==> src/rtl/xpt_pkg.sv <==
// Shared geometry and the request record of the crosspoint control store.
// Assumes an even row count split into two banks of equal size. The top
// bit of the row code picks the bank and the low bits pick a row inside it.
package xpt_pkg;
    localparam int unsigned ROWS      = 12;
    localparam int unsigned COLS      = 8;
    localparam int unsigned ROW_AW    = 4;
    localparam int unsigned COL_AW    = 3;
    localparam int unsigned CELLS     = ROWS * COLS;
    localparam int unsigned BANK_ROWS = ROWS / 2;
    localparam int unsigned LOW_W     = ROW_AW - 1;

    // One sampled host request, carried through the synchroniser as a unit.
    typedef struct packed {
        logic              stb;
        logic              dat;
        logic [ROW_AW-1:0] row;
        logic [COL_AW-1:0] col;
    } xpt_req_t;
endpackage

==> src/rtl/xpt_in_sync.sv <==
// Input synchroniser: a chain of STAGES flip-flop ranks that carries
// strobe, data and address together, so the address is always seen with
// the strobe it came with. Assumes the host holds the address across each
// strobe pulse. The master clear empties every rank at once.
module xpt_in_sync
    import xpt_pkg::*;
#(
    parameter int unsigned STAGES = 2
) (
    input  logic     clk,
    input  logic     rst_n,
    input  logic     clr_all,
    input  xpt_req_t req_in,
    output xpt_req_t req_out
);
    xpt_req_t stage_q [STAGES];

    for (genvar s = 0; s < STAGES; s++) begin : g_stage
        if (s == 0) begin : g_first
            // First rank: capture the raw port values.
            always_ff @(posedge clk or posedge clr_all) begin
                if (clr_all)     stage_q[s] <= '0;
                else if (!rst_n) stage_q[s] <= '0;
                else             stage_q[s] <= req_in;
            end
        end else begin : g_next
            // Later ranks: shift the request one rank along.
            always_ff @(posedge clk or posedge clr_all) begin
                if (clr_all)     stage_q[s] <= '0;
                else if (!rst_n) stage_q[s] <= '0;
                else             stage_q[s] <= stage_q[s-1];
            end
        end
    end

    assign req_out = stage_q[STAGES-1];
endmodule

==> src/rtl/xpt_addr_dec.sv <==
// Address decoder: turns the sparse row code and the binary column code
// into one write enable per cell, gated by the synchronised strobe. Row
// codes whose low bits reach past the bank size enable nothing.
// Assumes BANK_ROWS <= 2**LOW_W.
module xpt_addr_dec
    import xpt_pkg::*;
(
    input  logic [ROW_AW-1:0] row_code,
    input  logic [COL_AW-1:0] col_code,
    input  logic              strobe,
    output logic [CELLS-1:0]  cell_en
);
    logic             bank;
    logic [LOW_W-1:0] low;
    logic [ROWS-1:0]  row_oh;
    logic [COLS-1:0]  col_oh;

    assign bank = row_code[ROW_AW-1];
    assign low  = row_code[LOW_W-1:0];

    // Row one-hot: lower bank for a clear top bit, upper bank otherwise.
    always_comb begin
        row_oh = '0;
        for (int r = 0; r < BANK_ROWS; r++) begin
            row_oh[r]             = !bank && (low == LOW_W'(r));
            row_oh[r + BANK_ROWS] =  bank && (low == LOW_W'(r));
        end
    end

    // Column one-hot from the binary column number.
    always_comb begin
        col_oh = '0;
        for (int c = 0; c < COLS; c++) begin
            col_oh[c] = (col_code == COL_AW'(c));
        end
    end

    for (genvar c = 0; c < COLS; c++) begin : g_col
        for (genvar r = 0; r < ROWS; r++) begin : g_row
            // Cell enable: strobe AND row select AND column select.
            assign cell_en[c*ROWS + r] = strobe & col_oh[c] & row_oh[r];
        end
    end
endmodule

==> src/rtl/xpt_cell_array.sv <==
// Cell array: one storage bit per crosspoint. A cell loads the shared
// write bit on every clock its enable is high, which models a transparent
// latch sampled by the clock. The master clear empties all cells without
// a clock edge. The synchronous reset empties them on an edge.
module xpt_cell_array
    import xpt_pkg::*;
(
    input  logic             clk,
    input  logic             rst_n,
    input  logic             clr_all,
    input  logic [CELLS-1:0] cell_en,
    input  logic             wr_bit,
    output logic [CELLS-1:0] cell_q
);
    for (genvar i = 0; i < CELLS; i++) begin : g_cell
        // One cell: clear has priority, then reset, then an enabled load.
        always_ff @(posedge clk or posedge clr_all) begin
            if (clr_all)         cell_q[i] <= 1'b0;
            else if (!rst_n)     cell_q[i] <= 1'b0;
            else if (cell_en[i]) cell_q[i] <= wr_bit;
        end
    end
endmodule

==> src/rtl/xpt_ctrl_store.sv <==
// Crosspoint control store, top level. Samples the host request through
// the synchroniser, decodes it to a single cell enable and updates the
// cell array. A write appears on sw_state SYNC_STAGES + 1 edges after the
// inputs. Assumes the address is held from strobe rise until SYNC_STAGES
// clocks after strobe fall, and each strobe level lasts at least
// SYNC_STAGES + 1 clocks.
module xpt_ctrl_store
    import xpt_pkg::*;
#(
    parameter int unsigned SYNC_STAGES = 2
) (
    input  logic              clk,
    input  logic              rst_n,
    input  logic              clr_all,
    input  logic [ROW_AW-1:0] row_addr,
    input  logic [COL_AW-1:0] col_addr,
    input  logic              wr_data,
    input  logic              wr_strobe,
    output logic [CELLS-1:0]  sw_state
);
    xpt_req_t         raw_req;
    xpt_req_t         sync_req;
    logic [CELLS-1:0] cell_en;

    // Bundle the port values into one request record.
    always_comb begin
        raw_req.stb = wr_strobe;
        raw_req.dat = wr_data;
        raw_req.row = row_addr;
        raw_req.col = col_addr;
    end

    xpt_in_sync #(
        .STAGES (SYNC_STAGES)
    ) i_sync (
        .clk     (clk),
        .rst_n   (rst_n),
        .clr_all (clr_all),
        .req_in  (raw_req),
        .req_out (sync_req)
    );

    xpt_addr_dec i_dec (
        .row_code (sync_req.row),
        .col_code (sync_req.col),
        .strobe   (sync_req.stb),
        .cell_en  (cell_en)
    );

    xpt_cell_array i_cells (
        .clk     (clk),
        .rst_n   (rst_n),
        .clr_all (clr_all),
        .cell_en (cell_en),
        .wr_bit  (sync_req.dat),
        .cell_q  (sw_state)
    );
endmodule

==> config.mk <==
export PLATFORM = sky130hd
export DESIGN_NAME = xpt_ctrl_store
export DESIGN_NICKNAME = d
export VERILOG_FILES = /design/src/rtl/xpt_pkg.sv /design/src/rtl/xpt_in_sync.sv /design/src/rtl/xpt_addr_dec.sv /design/src/rtl/xpt_cell_array.sv /design/src/rtl/xpt_ctrl_store.sv
export SDC_FILE = /design/constraint.sdc
export NUM_CORES = 1
export LEC_CHECK = 0
export BUFFER_PORTS_ARGS = -buffer_cell sky130_fd_sc_hd__buf_2
export CAP_MARGIN = 20
export CORE_MARGIN = 8
export CORE_UTILIZATION = 50
export CTS_CLUSTER_DIAMETER = 50
export CTS_CLUSTER_SIZE = 28
export DETAILED_ROUTE_END_ITERATION = 8
export PLACE_DENSITY_LB_ADDON = 0.15
export SYNTH_ARGS = -nofsm -noshare
export SYNTH_HDL_FRONTEND = slang
export SYNTH_HIERARCHICAL = 1
export SYNTH_SLANG_ARGS = --single-unit
==> constraint.sdc <==
create_clock -name clk -period 3.2 [get_ports clk]
set_input_delay 0.64 -clock clk [delete_from_list [all_inputs] [get_ports clk]]
set_output_delay 0.64 -clock clk [all_outputs]
set_load 0.01 [all_outputs]
==> results.json <==
{
  "outcome": "finished clean",
  "placedCellCount": 693,
  "routed_wl_um": 13500,
  "clockBufferDepth": 2,
  "slew_violations": 0,
  "cts_root_buf": "clkbuf_8",
  "port_buffers": 107,
  "fin_total_pwr_uw": 3650,
  "post_drt_via_cell_ratio": 5.12,
  "drc": 0,
  "end_kind": "flop",
  "num_rows": 38,
  "drive_gt1_frac": 0.270,
  "final-hold-violation-count": 0,
  "critPathKind": "reg2reg",
  "maxCapViolations": 0,
  "final.min_clock_period_ps": 1910,
  "syn_area_sq_um": 5420,
  "rsz0062_at_grt": "false",
  "irDropWorstVdd_mv": 0.284,
  "syn_inst": 495,
  "routed-wl-met2_um": 6260,
  "tns_ps": 0,
  "yosys_warnings": 6,
  "synth_nets": 507,
  "yosysMostFrequentCell": "dfrtp_1",
  "worstMarginPinSlew_ps": 795,
  "die_h_um": 120,
  "synth.top_cell.area_share": 0.527,
  "ant_nets": 0,
  "grt_usage": 0.193,
  "cts_buffers": 17,
  "gp_congestion": 0.741,
  "n_fill_cell": 897,
  "p_clk_frac": 0.565,
  "synth_compound_area_frac": 0,
  "area_growth_pct": 20.5,
  "cts_tree": "built",
  "antenna_found_initial": 0,
  "h-tree-depth": 4,
  "ys_seq_area_frac": 0.527,
  "synth.area.mux_share": 0.177,
  "initial_core_util": 0.506,
  "yosys.area.top_type": "dfrtp_1",
  "vias": 3711,
  "grt_pass1_vias": 3883,
  "finalNonFillerCells": 725,
  "nets": 584,
  "combPwrFrac": 0.033,
  "grt_max_degree": 68,
  "cts_hold_buf": 0,
  "synth_flop_cell": "dfrtp_1",
  "hold_path.class": "in2async",
  "preCtsSetupSlack_ps": 1290,
  "grt-ovfl-total": 0,
  "p_sw_uw": 737,
  "power.density_nw_per_um2": 559,
  "synthArstFlopShare": 1.00,
  "fin_worst_skew_ps": 6.48,
  "synth_top_family_by_area": "simple AND/OR/NAND/NOR gates",
  "synth_seq_cells": 114,
  "synth_commonest_cells": "dfrtp_1 (114), mux2i_1 (96), nor2_1 (96), nor2b_1 (96)",
  "dp_hpwl_um": 8580,
  "fmax_ghz": 0.522,
  "critical_path_peak_fanout": 12,
  "cp-start-kind": "flop",
  "max_slew_margin": 0.468,
  "cellLeakagePower_uw": 0.00287,
  "avgRoutedWirePerCell_um": 18.6,
  "die-area_sq_um": 14400,
  "synth_xor_area_frac": 0,
  "synth_area_leaders": "dfrtp_1 (53%), mux2i_1 (18%), nor2b_1 (11%)",
  "synth_simple_gate_area_share": 0.238,
  "synth.avg_cell_area_sq_um": 10.9,
  "synthAdderAreaFrac": 0,
  "drtIter0Drc": 288,
  "path_clk_slew_ps": 60,
  "grt_pass1_wl_um": 21500,
  "clk_latency_ps": 510,
  "final_util": 0.610,
  "synth_cell_types": 16,
  "top_layer": "met4",
  "synth_edf_count": 0,
  "diodes": 0,
  "cts_resized": 0,
  "boundaryPins": 108,
  "p_int_uw": 2920,
  "setup_slack_ps": 1290,
  "setup_viol": 0,
  "wl_met3_um": 1060,
  "core_sq_um": 10700,
  "p_seq_frac": 0.402,
  "first_pass_iters": 4,
  "worstPathRequired_ps": 3600,
  "cts_setup_buffers": 0,
  "chipWidth_um": 120,
  "switching_share": 0.202,
  "wl_met1_um": 6060,
  "period_share": 0.598,
  "crit_arrival_ps": 2310,
  "clock-sinks": 114
}
-- cell usage in the layout, fill, tap and decap left out --
master	instances
or4_1	1
inv_1	1
buf_4	2
mux2i_1	96
and2_2	14
clkbuf_1	1
nor2b_1	96
clkinvlp_4	1
clkbuf_16	16
clkbuf_8	5
or4b_1	5
bufinv_16	5
and2_1	4
nand4bb_1	8
dfrtp_2	1
buf_12	2
nand4_1	1
dfrtp_1	113
nor2_1	96
nand4b_1	5
buf_2	107
clkinv_2	4
inv_4	1
-- critical path: stages, from the launching register on --
cell and delay [ps]:
dfrtp_1 480, or4b_1 800, nor2_1 220, mux2i_1 250, nor2b_1 60
-- area by class of cell --
| class | instances | area (sq um) | area share |
|---|---|---|---|
| Multi-Input combinational cell | 326 | 2250 | 0.345 |
| Sequential cell | 114 | 2850 | 0.437 |
| Clock buffer | 22 | 473 | 0.0724 |
| Timing Repair Buffer | 111 | 591 | 0.0904 |
| Tap cell | 140 | 175 | 0.0268 |
| Clock inverter | 10 | 178 | 0.0272 |
| Inverter | 2 | 10.0 | 0.00153 |
-- flip-flops by register name, summed over array words and instances (netlist names) --
signal	cells
i_cells/cell_q	96
i_sync/req_out	9
i_sync/stage_q	9
-- metal layers --
metal | vias to the layer above | GRT usage
li1 | 1745 | -
met1 | 1851 | 0.253
met2 | 106 | 0.292
met3 | 9 | 0.0742
met4 | 0 | 0.0539
met5 | - | 0
-- power by group through the flow --
stage	Combinational [uW]	Clock (uW)	Sequential (uW)
after floorplan	108	0	1480
after global placement	122	0	1490
after detailed placement	123	0	1490
after CTS	123	2090	1470
after global routing	133	2180	1470
final	120	2070	1470
-- logic make-up (layout without fill, tap and decap cells) --
family                 Yosys count  after routing
and+or+nand+nor                230            230
buffers and inverters           55            145
muxes                           96             96
DFF                            114            114
-- through the flow --
| stage | instance area, sq um | hold WS (ps) |
|---|---|---|
| final | 6530 | 223 |
| after global routing | 6530 | 241 |
| after CTS | 6530 | 223 |
| after detailed placement | 5880 | 441 |
| after global placement | 5880 | 448 |
| after floorplan | 5420 | 434 |
-- path summary, 6_finish.rpt --
path,endpoint,slack [ps],startpoint,depth (start not counted)
min reg2reg,i_sync/req_out[7]$_DFF_PP0_,450,i_sync/stage_q[16]$_DFF_PP0_,1
max in group asynchronous,i_cells/cell_q[12]$_DFFE_PP0P_,2280,clr_all,3
min in group clk,i_sync/stage_q[15]$_DFF_PP0_,360,row_addr[3],2
max reg2reg,i_cells/cell_q[61]$_DFFE_PP0P_,1290,i_sync/req_out[4]$_DFF_PP0_,4
min,i_cells/cell_q[10]$_DFFE_PP0P_,220,clr_all,2
max,i_cells/cell_q[61]$_DFFE_PP0P_,1290,i_sync/req_out[4]$_DFF_PP0_,4
No activity file was read; power rests on OpenSTA's default activity.
